## src/rtl/useq_pkg.sv

```systemverilog
// Shared definitions for the micro-program sequencer.
// The word format is fixed at 16 bits, so the field widths live here as
// constants. The sizes a chip can tune are parameters of the top module.
package useq_pkg;

    localparam int WORD_W    = 16;
    localparam int COND_W    = 5;
    localparam int OFF_W     = 6;
    localparam int FIDX_W    = 4;
    localparam int OPND_W    = 13;
    localparam int NCOND     = 1 << COND_W;
    localparam int FAR_COUNT = 1 << FIDX_W;

    localparam logic [2:0] TY_FAR   = 3'd4;
    localparam logic [2:0] TY_LOCAL = 3'd5;
    localparam logic [2:0] TY_MISC  = 3'd6;

    localparam logic [2:0] SUB_RET = 3'd0;
    localparam logic [2:0] SUB_END = 3'd1;

    typedef enum logic [2:0] {
        K_EXEC,
        K_FAR,
        K_LOCAL,
        K_RET,
        K_END,
        K_NOP
    } uop_kind_e;

endpackage

```

## src/rtl/useq_decode.sv

```systemverilog
// Word decoder: splits a micro-instruction into its kind and fields.
// Assumes the word is valid whenever the sequencer is busy. The outputs
// are purely combinational.
module useq_decode
    import useq_pkg::*;
(
    input  logic [WORD_W-1:0] word,
    output uop_kind_e         kind,
    output logic [COND_W-1:0] cond_sel,
    output logic              cond_inv,
    output logic [OFF_W-1:0]  offset,
    output logic [FIDX_W-1:0] far_idx,
    output logic              far_call,
    output logic [2:0]        ty,
    output logic [OPND_W-1:0] operand
);

    assign ty       = word[15:13];
    assign operand  = word[OPND_W-1:0];
    assign offset   = word[OFF_W-1:0];
    assign far_idx  = word[4:1];
    assign far_call = word[12];

    // Classify the word by type field and misc sub-operation.
    always_comb begin
        unique case (ty)
            3'd0, 3'd1, 3'd2, 3'd3: kind = K_EXEC;
            TY_FAR:                 kind = K_FAR;
            TY_LOCAL:               kind = K_LOCAL;
            TY_MISC: begin
                if (word[12:10] == SUB_RET)      kind = K_RET;
                else if (word[12:10] == SUB_END) kind = K_END;
                else                             kind = K_NOP;
            end
            default:                kind = K_NOP;
        endcase
    end

    // Condition fields sit at different places for local and far branches.
    always_comb begin
        if (ty == TY_FAR) begin
            cond_sel = word[11:7];
            cond_inv = word[0];
        end else begin
            cond_sel = word[12:8];
            cond_inv = word[6];
        end
    end

endmodule

```

## src/rtl/useq_cond.sv

```systemverilog
// Condition selector: picks one condition line and optionally inverts it.
// Select value 0 is a constant "true", so line 0 of the bank is never read.
module useq_cond
    import useq_pkg::*;
(
    input  logic [NCOND-1:0]  cond_in,
    input  logic [COND_W-1:0] sel,
    input  logic              inv,
    output logic              hit
);

    logic raw;

    // Select the line, with select 0 meaning unconditional.
    always_comb begin
        raw = (sel == '0) ? 1'b1 : cond_in[sel];
        hit = raw ^ inv;
    end

endmodule

```

## src/rtl/useq_link.sv

```systemverilog
// Single-entry return-address register. A write always replaces the
// current contents; there is no overflow or underflow tracking.
module useq_link #(
    parameter int AW = 11
) (
    input  logic          clk,
    input  logic          rst_n,
    input  logic          we,
    input  logic [AW-1:0] d,
    output logic [AW-1:0] q
);

    // Capture the return point on a taken call.
    always_ff @(posedge clk) begin
        if (!rst_n)  q <= '0;
        else if (we) q <= d;
    end

endmodule

```

## src/rtl/useq_core.sv

```systemverilog
// Micro-program sequencer top. It keeps the micro-address register and the
// busy/done state, and computes the next address from the decoded word.
// Assumes the control store returns the word for fetch_addr in the same
// cycle. The far-target table is built from FAR_BASE and FAR_STRIDE.
module useq_core
    import useq_pkg::*;
#(
    parameter int AW         = 11,
    parameter int FAR_BASE   = 64,
    parameter int FAR_STRIDE = 32
) (
    input  logic              clk,
    input  logic              rst_n,
    input  logic              disp_valid,
    input  logic [AW-1:0]     disp_addr,
    output logic [AW-1:0]     fetch_addr,
    input  logic [WORD_W-1:0] fetch_word,
    input  logic [NCOND-1:0]  cond_in,
    output logic              busy,
    output logic              done,
    output logic              exec_valid,
    output logic [2:0]        exec_type,
    output logic [OPND_W-1:0] exec_operand
);

    localparam int SEXT_W = AW - OFF_W;

    logic [AW-1:0]     pc_q;
    logic              busy_q;
    logic              done_q;
    uop_kind_e         kind;
    logic [COND_W-1:0] cond_sel;
    logic              cond_inv;
    logic [OFF_W-1:0]  offset;
    logic [FIDX_W-1:0] far_idx;
    logic              far_call;
    logic [2:0]        ty;
    logic [OPND_W-1:0] operand;
    logic              hit;
    logic [AW-1:0]     seq_addr;
    logic [AW-1:0]     next_addr;
    logic              link_we;
    logic [AW-1:0]     link_q;
    logic              end_now;
    logic [AW-1:0]     far_tab [FAR_COUNT];

    useq_decode u_dec (
        .word     (fetch_word),
        .kind     (kind),
        .cond_sel (cond_sel),
        .cond_inv (cond_inv),
        .offset   (offset),
        .far_idx  (far_idx),
        .far_call (far_call),
        .ty       (ty),
        .operand  (operand)
    );

    useq_cond u_cond (
        .cond_in (cond_in),
        .sel     (cond_sel),
        .inv     (cond_inv),
        .hit     (hit)
    );

    useq_link #(.AW(AW)) u_link (
        .clk   (clk),
        .rst_n (rst_n),
        .we    (link_we),
        .d     (seq_addr),
        .q     (link_q)
    );

    // Fixed far-target list, one constant per entry.
    for (genvar g = 0; g < FAR_COUNT; g++) begin : g_far
        assign far_tab[g] = AW'(FAR_BASE + g * FAR_STRIDE);
    end

    assign seq_addr = pc_q + AW'(1);

    // Next micro-address, link write and end detection.
    always_comb begin
        next_addr = seq_addr;
        link_we   = 1'b0;
        end_now   = 1'b0;
        unique case (kind)
            K_LOCAL: if (hit) next_addr = seq_addr + {{SEXT_W{offset[OFF_W-1]}}, offset};
            K_FAR: begin
                if (hit) begin
                    next_addr = far_tab[far_idx];
                    link_we   = busy_q & far_call;
                end
            end
            K_RET:   next_addr = link_q;
            K_END:   end_now   = busy_q;
            default: next_addr = seq_addr;
        endcase
    end

    // Address, busy and done registers.
    always_ff @(posedge clk) begin
        if (!rst_n) begin
            pc_q   <= '0;
            busy_q <= 1'b0;
            done_q <= 1'b0;
        end else begin
            done_q <= 1'b0;
            if (busy_q) begin
                pc_q <= next_addr;
                if (end_now) begin
                    busy_q <= 1'b0;
                    done_q <= 1'b1;
                end
            end else if (disp_valid) begin
                pc_q   <= disp_addr;
                busy_q <= 1'b1;
            end
        end
    end

    assign fetch_addr   = pc_q;
    assign busy         = busy_q;
    assign done         = done_q;
    assign exec_valid   = busy_q && (kind == K_EXEC);
    assign exec_type    = ty;
    assign exec_operand = operand;

endmodule

```

## config.mk

```make
export PLATFORM = sky130hd
export DESIGN_NAME = useq_core
export DESIGN_NICKNAME = d
export VERILOG_FILES = /design/src/rtl/useq_pkg.sv /design/src/rtl/useq_decode.sv /design/src/rtl/useq_cond.sv /design/src/rtl/useq_link.sv /design/src/rtl/useq_core.sv
export SDC_FILE = /design/constraint.sdc
export NUM_CORES = 1
export LEC_CHECK = 0
export ABC_AREA = 1
export BUFFER_PORTS_ARGS = -buffer_cell sky130_fd_sc_hd__buf_2
export CAP_MARGIN = 10
export CORE_MARGIN = 8
export CORE_UTILIZATION = 48
export DETAILED_ROUTE_END_ITERATION = 8
export PLACE_DENSITY = 0.78
export SLEW_MARGIN = 20
export SYNTH_ARGS = -nofsm -noshare
export SYNTH_HDL_FRONTEND = slang
export SYNTH_SLANG_ARGS = --single-unit
```

## constraint.sdc

```tcl
create_clock -name clk -period 2.9 [get_ports clk]
set_input_delay 0.87 -clock clk [delete_from_list [all_inputs] [get_ports clk]]
set_output_delay 0.87 -clock clk [all_outputs]
set_load 0.1 [all_outputs]
```

# After elaboration in Yosys (flattened, before gate mapping)
# Memory sizes are Yosys's and may differ from the RTL's.
# Cells that the tools add are included.
[word_totals] register_bits=24 rom_bits=176 inputBits=62 output_inout_bits=30 elab_cells=53 mem_count=1
[memory_table] memory="(name not given)" words=16 width=11 read_ports=1 rd_clocked_by_memory_dff=0 wr=0 line="useq_core.sv:90" source="next_addr = far_tab[far_idx];"
[op_classes] n_addsub=2 order_cmp=2 eq_ne=11 mux=22 bitwise=3 reduce_logical=8
[op_table] operator="11-bit two-way mux" n=6
[op_table] operator="11-bit case mux with 3 select lines" n=1
[op_table] operator="3-bit by 2-bit equality test with 1-bit output (second input constant)" n=4
[op_table] operator="3-bit equality test (second input constant)" n=4
[op_table] operator="3-bit case mux with 4 select lines" n=1
[op_table] operator="11-bit by 1-bit adder with 11-bit output (second input constant)" n=1
[op_table] operator="11-bit adder" n=1
[op_table] operator="1-bit two-way mux" n=11
[op_table] operator="3-bit by 1-bit equality test with 1-bit output (second input constant)" n=3
[op_table] operator="3-bit logical NOT" n=3
[op_table] operator="5-bit by 6-bit < comparator with 1-bit output (second input constant)" n=1
[op_table] operator="1-bit binary-select mux with 5-bit select" n=1
[op_table] operator="5-bit greater-or-equal comparator (second input constant)" n=1
[op_table] operator="5-bit logical NOT" n=1
[op_table] operator="5-bit two-way mux" n=1
[op_table] operator="4-bit inverter with 5-bit output" n=1
[op_table] operator="4-bit OR reduction" n=1
[op_table] operator="3-bit two-way mux" n=1
[op_table] operator="2-bit AND reduction" n=1
[op_table] operator="2-bit nonzero test" n=1
[op_table] operator="1-bit AND" n=1
[op_table] operator="1-bit logical AND" n=1
[op_table] operator="1-bit bitwise XOR" n=1

# Depth between registers and ports, before layout
[logic_depth] depth_word=9 mapped_depth=25 mapped_depth_nobuf=25

# By module
# A second synthesis with hierarchy kept.
[hier_totals] hier_cells=542 area_unflattened_um2=3025.4
[by_module_without_submodules] module="useq_core" instances=1 cells_each=307 area_per_inst_um2=1740.4 seq_area_each_um2=260.2
[by_module_without_submodules] module="useq_link" instances=1 cells_each=69 area_per_inst_um2=454.2 seq_area_each_um2=220.2
[by_module_without_submodules] module="useq_cond" instances=1 cells_each=102 area_per_inst_um2=450.4 seq_area_each_um2=0.0
[by_module_without_submodules] module="useq_decode" instances=1 cells_each=64 area_per_inst_um2=380.4 seq_area_each_um2=0.0

# Worst setup path before layout
# OpenSTA, ideal clock, no wires.
[synth_path] path_type="flip-flop to flip-flop" from="register pc_q[0] (netlist: fetch_addr[0])" to="register pc_q[10] (netlist: fetch_addr[10])" setup_time_ns=0.066 arrival_ns=3.742 required_ns=2.834 slack_ns=-0.908 path_stages_with_launch=25 path_buffers=0 synth_period_minus_slack_ns=3.808 cell_sequence="dfxtp_1 -> inv_1 -> nor3_1 -> inv_1 -> nor2_1 -> inv_1 -> nor2_1 -> inv_1 -> nor2_1 -> inv_1 -> nor2_1 -> nand2_1 -> xor2_1 -> inv_1 -> ha_1 -> nand2_1 -> nor3_1 -> nand3_1 -> o2111ai_1 -> xnor3_1 -> nand2_1 -> nand3_1 -> nand2_1 -> a21oi_1 -> nor2_1"
[synth_via] elab_chain_cells=5 elab_cells_between_ends=6 classes_between="add/sub (2); mux (4)"
[synth_rtl] item="start: declaration" line="useq_core.sv:28" source="logic [AW-1:0] pc_q;"
[synth_rtl] item="start signal: assignment" line="useq_core.sv:109" source="pc_q <= next_addr;"
[synth_rtl] item="start signal: assignment" line="useq_core.sv:115" source="pc_q <= disp_addr;"
[synth_rtl] item="11-bit by 1-bit adder with 11-bit output" line="useq_core.sv:79" source="assign seq_addr = pc_q + AW'(1);"
[synth_rtl] item="via seq_addr[0]" line="useq_core.sv:40" source="logic [AW-1:0] seq_addr;"
[synth_rtl] item="11-bit adder" line="useq_core.sv:87" source="K_LOCAL: if (hit) next_addr = seq_addr + {{SEXT_W{offset[OFF_W-1]}}, offset};"
[synth_rtl] item="11-bit two-way mux" line="useq_core.sv:87"
[synth_rtl] item="11-bit case mux with 3 select lines" line="useq_core.sv:86" source="unique case (kind)"
[synth_rtl] item="11-bit two-way mux" line="useq_core.sv:108" source="if (busy_q) begin"
# The timed path passes the listed nets, and every way through them passes these cells.
# A chain may end at the register's enable or synchronous reset.

# Worst setup path in the final report
[layout_path] from="register pc_q[1] (netlist: fetch_addr[1])" to="register pc_q[10] (netlist: fetch_addr[10])"
# The elaborated chain is that of the path after synthesis.

==> results_dict.tcl <==
set metrics [dict create \
    dr.first_iter.drc_count 219 \
    die_w_um 94.34 \
    synthCells 495 \
    total_power_mw 1.571 \
    hpwl_um 7298 \
    power.static_leakage_nw 2.117 \
    maxSlewHeadroom_pct 62.86 \
    cts_tree "built" \
    die-area_um2 8899 \
    grt-ovfl-total 0 \
    clk_latency_ns 0.28 \
    nNetsFinal 700 \
    yosysTopAreaCell "nand2_1" \
    drv_slew 0 \
    hold_viol 0 \
    vias 3669 \
    grt_first_pass_wirelength_um 14890 \
    cp_max_fo 3 \
    start_util_pct 49.75 \
    rows 28 \
    antennaDiodeCount 0 \
    ys_seq_area_share_pct 16.31 \
    ys_ff_latch 24 \
    port_buffers 91 \
    hold_class "register to register" \
    synth_edf_count 0 \
    rsz0062_at_grt "true" \
    min_path_cells 2 \
    ios 92 \
    coreArea_um2 5921 \
    max_freq_ghz 0.3264 \
    status "complete, but fails checks" \
    wirelength_um 10020 \
    fillers 501 \
    syn_area_per_cell_um2 5.950 \
    grt_pass1_vias 3367 \
    worstHoldStart "u_link.q[0]$_SDFFE_PN0P_" \
    clkSinkCount 24 \
    synthDistinctLibCells 34 \
    cts.clk_slew.worst_paths_ns 0.10 \
    viasPerCell 5.256 \
    grtUsageTotal_pct 20.04 \
    hold_buffers 0 \
    holdWs_ns 0.4487 \
    arrival_ns 3.28 \
    grt_max_degree 21 \
    ant_nets 0 \
    synth_area_um2 2945 \
    synth_top_area_share_pct 16.95 \
    drc 0 \
    syn_to_final_growth_pct 39.63 \
    fin_crit_sh_pct 105.7 \
    power.density_nw_per_um2 381.9 \
    synth_warnings 0 \
    fin_util_pct 69.46 \
    drive_gt1_share_pct 39.81 \
    worstMarginPinSlew_ns 0.5565 \
    gp_congestion 0.8581 \
    firstDrtPassIters 5 \
    cts-root-buf "clkbuf_8" \
    die_h_um 94.34 \
    cts-buffers-inserted 3 \
    clk_path_buf_depth 2 \
    rrSetupSlack_ns -0.16 \
    finalSetupViolCount 1 \
    drv_cap 0 \
    synthTopCellsByArea "nand2_1 (17%), dfxtp_1 (16%), nand3_1 (10%)" \
    hold_end "u_link.q[0]$_SDFFE_PN0P_" \
    end_kind "register" \
    htree_levels 1 \
    wl_per_cell_um 14.36 \
    fin_skew_ns 0.006328 \
    fin_crit_ns 3.064 \
    rr_worst_depth 24 \
    cp-start-kind "register" \
    ir_drop_v 0.0003418 \
    antenna_found_initial 0 \
    syn_nets 571 \
    synth_flop_cell "dfxtp_1" \
    worst_slack_ns -0.1642 \
    startpoint "fetch_addr[1]$_SDFFE_PN0P_" \
    async_flop_share_pct 0 \
    r2r_end "fetch_addr[10]$_SDFFE_PN0P_" \
    worstSetupPathType "register to register" \
    critPathRequiredTime_ns 3.12 \
    r2r-start "fetch_addr[1]$_SDFFE_PN0P_" \
    failed_checks "negative setup slack" \
]
## metrics by stage
| step | setup WS [ns] | instance area [µm²] | setup TNS, ns | std cells |
|---|---|---|---|---|
| 3_5_place_dp | -0.1989 | 3662 | -3.040 | 680 |
| 6_report | -0.1642 | 4113 | -0.1642 | 698 |
| 3_3_place_gp | -0.1302 | 3662 | -1.541 | 680 |
| 4_1_cts | 0.002941 | 3810 | 0 | 686 |
| 2_1_floorplan | -0.2566 | 2974 | -0.2566 | 495 |
| 5_1_grt | -0.3717 | 4113 | -1.086 | 698 |
## cells in the mapped netlist (4+ instances only)
cell type / count
nor3_1: 4
xor2_1: 7
nand2_2: 10
o21ai_0: 40
clkbuf_1: 5
buf_6: 6
nand3_1: 61
nand2_1: 133
xnor2_1: 5
buf_4: 19
dfxtp_1: 24
nor2_1: 20
o21ai_2: 5
inv_1: 77
a21oi_2: 8
ha_1: 13
a21oi_1: 35
## placed cells by master, fill, tap and decap left out, types with 2 or more instances in the layout
cell / instances
a211oi_1: 2
a21oi_1: 30
a21oi_2: 13
a31oi_1: 2
buf_2: 91
buf_4: 60
buf_6: 3
clkbuf_8: 3
dfxtp_1: 17
dfxtp_2: 4
dfxtp_4: 3
ha_1: 6
ha_4: 7
inv_1: 71
inv_2: 8
nand2_1: 120
nand2_2: 20
nand2_4: 6
nand3_1: 54
nand3_2: 5
nand3_4: 2
nand4_1: 2
nor2_1: 14
nor2_2: 5
nor2_4: 2
nor3_2: 2
o21ai_0: 37
o21ai_1: 3
o21ai_2: 5
o21ai_4: 4
xnor2_1: 5
xor2_1: 7
## cell families after synthesis
kind of cell / after synthesis / share of synthesized area (%)
compound gates: 96 / 19.12
xor+xnor: 13 / 4.333
buf+inv: 112 / 18.61
fa+ha+maj: 14 / 6.202
simple gates: 236 / 35.43
flops: 24 / 16.31
## registers in the layout, summed over array words and instances, names as in the netlist
name	count
fetch_addr	11
u_link.q	11
busy	1
done	1
## what timing repair did
action,CTS,global route
resized for setup,10,52
pin swaps,3,25
setup buffers,2,9
endpoints found under the setup margin,3,22
cloned,0,3
## critical path: stages, from the launching register on
cell and delay (ns):
dfxtp_4 0.35, inv_2 0.04, nor3_2 0.19, inv_1 0.10, nor2_2 0.15, inv_1 0.07
nor2_1 0.08, inv_1 0.06, nor2_2 0.10, inv_2 0.05, nor2_2 0.11, nand2_1 0.07
xor2_1 0.18, inv_1 0.12, ha_4 0.30, nand2_4 0.06, nor3_4 0.19, nand3_1 0.10
o2111ai_2 0.10, xnor3_1 0.23, nand2_1 0.07, nand3_1 0.07, nand2_1 0.08, a21oi_2 0.05
nor2_1 0.08
## area by class of cell
type / instances / area [µm²] / share of cell area, %
clock buffers: 4 / 66.31 / 1.612
inverters: 79 / 296.5 / 7.210
multi-input cells: 362 / 2220 / 53.97
flip-flops and latches: 24 / 496.7 / 12.08
well taps: 75 / 93.84 / 2.282
repair buffers: 154 / 939.7 / 22.85
## power by group
part | switching, mW | total, mW | internal (mW)
sequential | 0.0129 | 0.359 | 0.346
combinational | 0.611 | 0.940 | 0.328
clock | 0.121 | 0.272 | 0.150
## how the worst max path moves through the flow
| stage | endpoint | cells after the start | slack [ns] |
|---|---|---|---|
| finish | fetch_addr[10]$_SDFFE_PN0P_ | 24 | -0.16 |
| global placement | fetch_addr[2]$_SDFFE_PN0P_ | 21 | -0.13 |
| detailed placement | u_link.q[5]$_SDFFE_PN0P_ | 17 | -0.20 |
| CTS | fetch_addr[10]$_SDFFE_PN0P_ | 24 | 0.003 |
| global route | fetch_addr[10]$_SDFFE_PN0P_ | 24 | -0.37 |
| floorplan | fetch_addr[10]$_SDFFE_PN0P_ | 24 | -0.26 |
## per-layer routing
layer	routed length (µm)	global-route usage (%)	vias up
met1	4110	24.77	1634
met5	0	0	-
met3	837	3.095	16
li1	-	-	1843
met4	145	4.756	0
met2	4930	35.34	176
(Power assumes the default switching activity.)
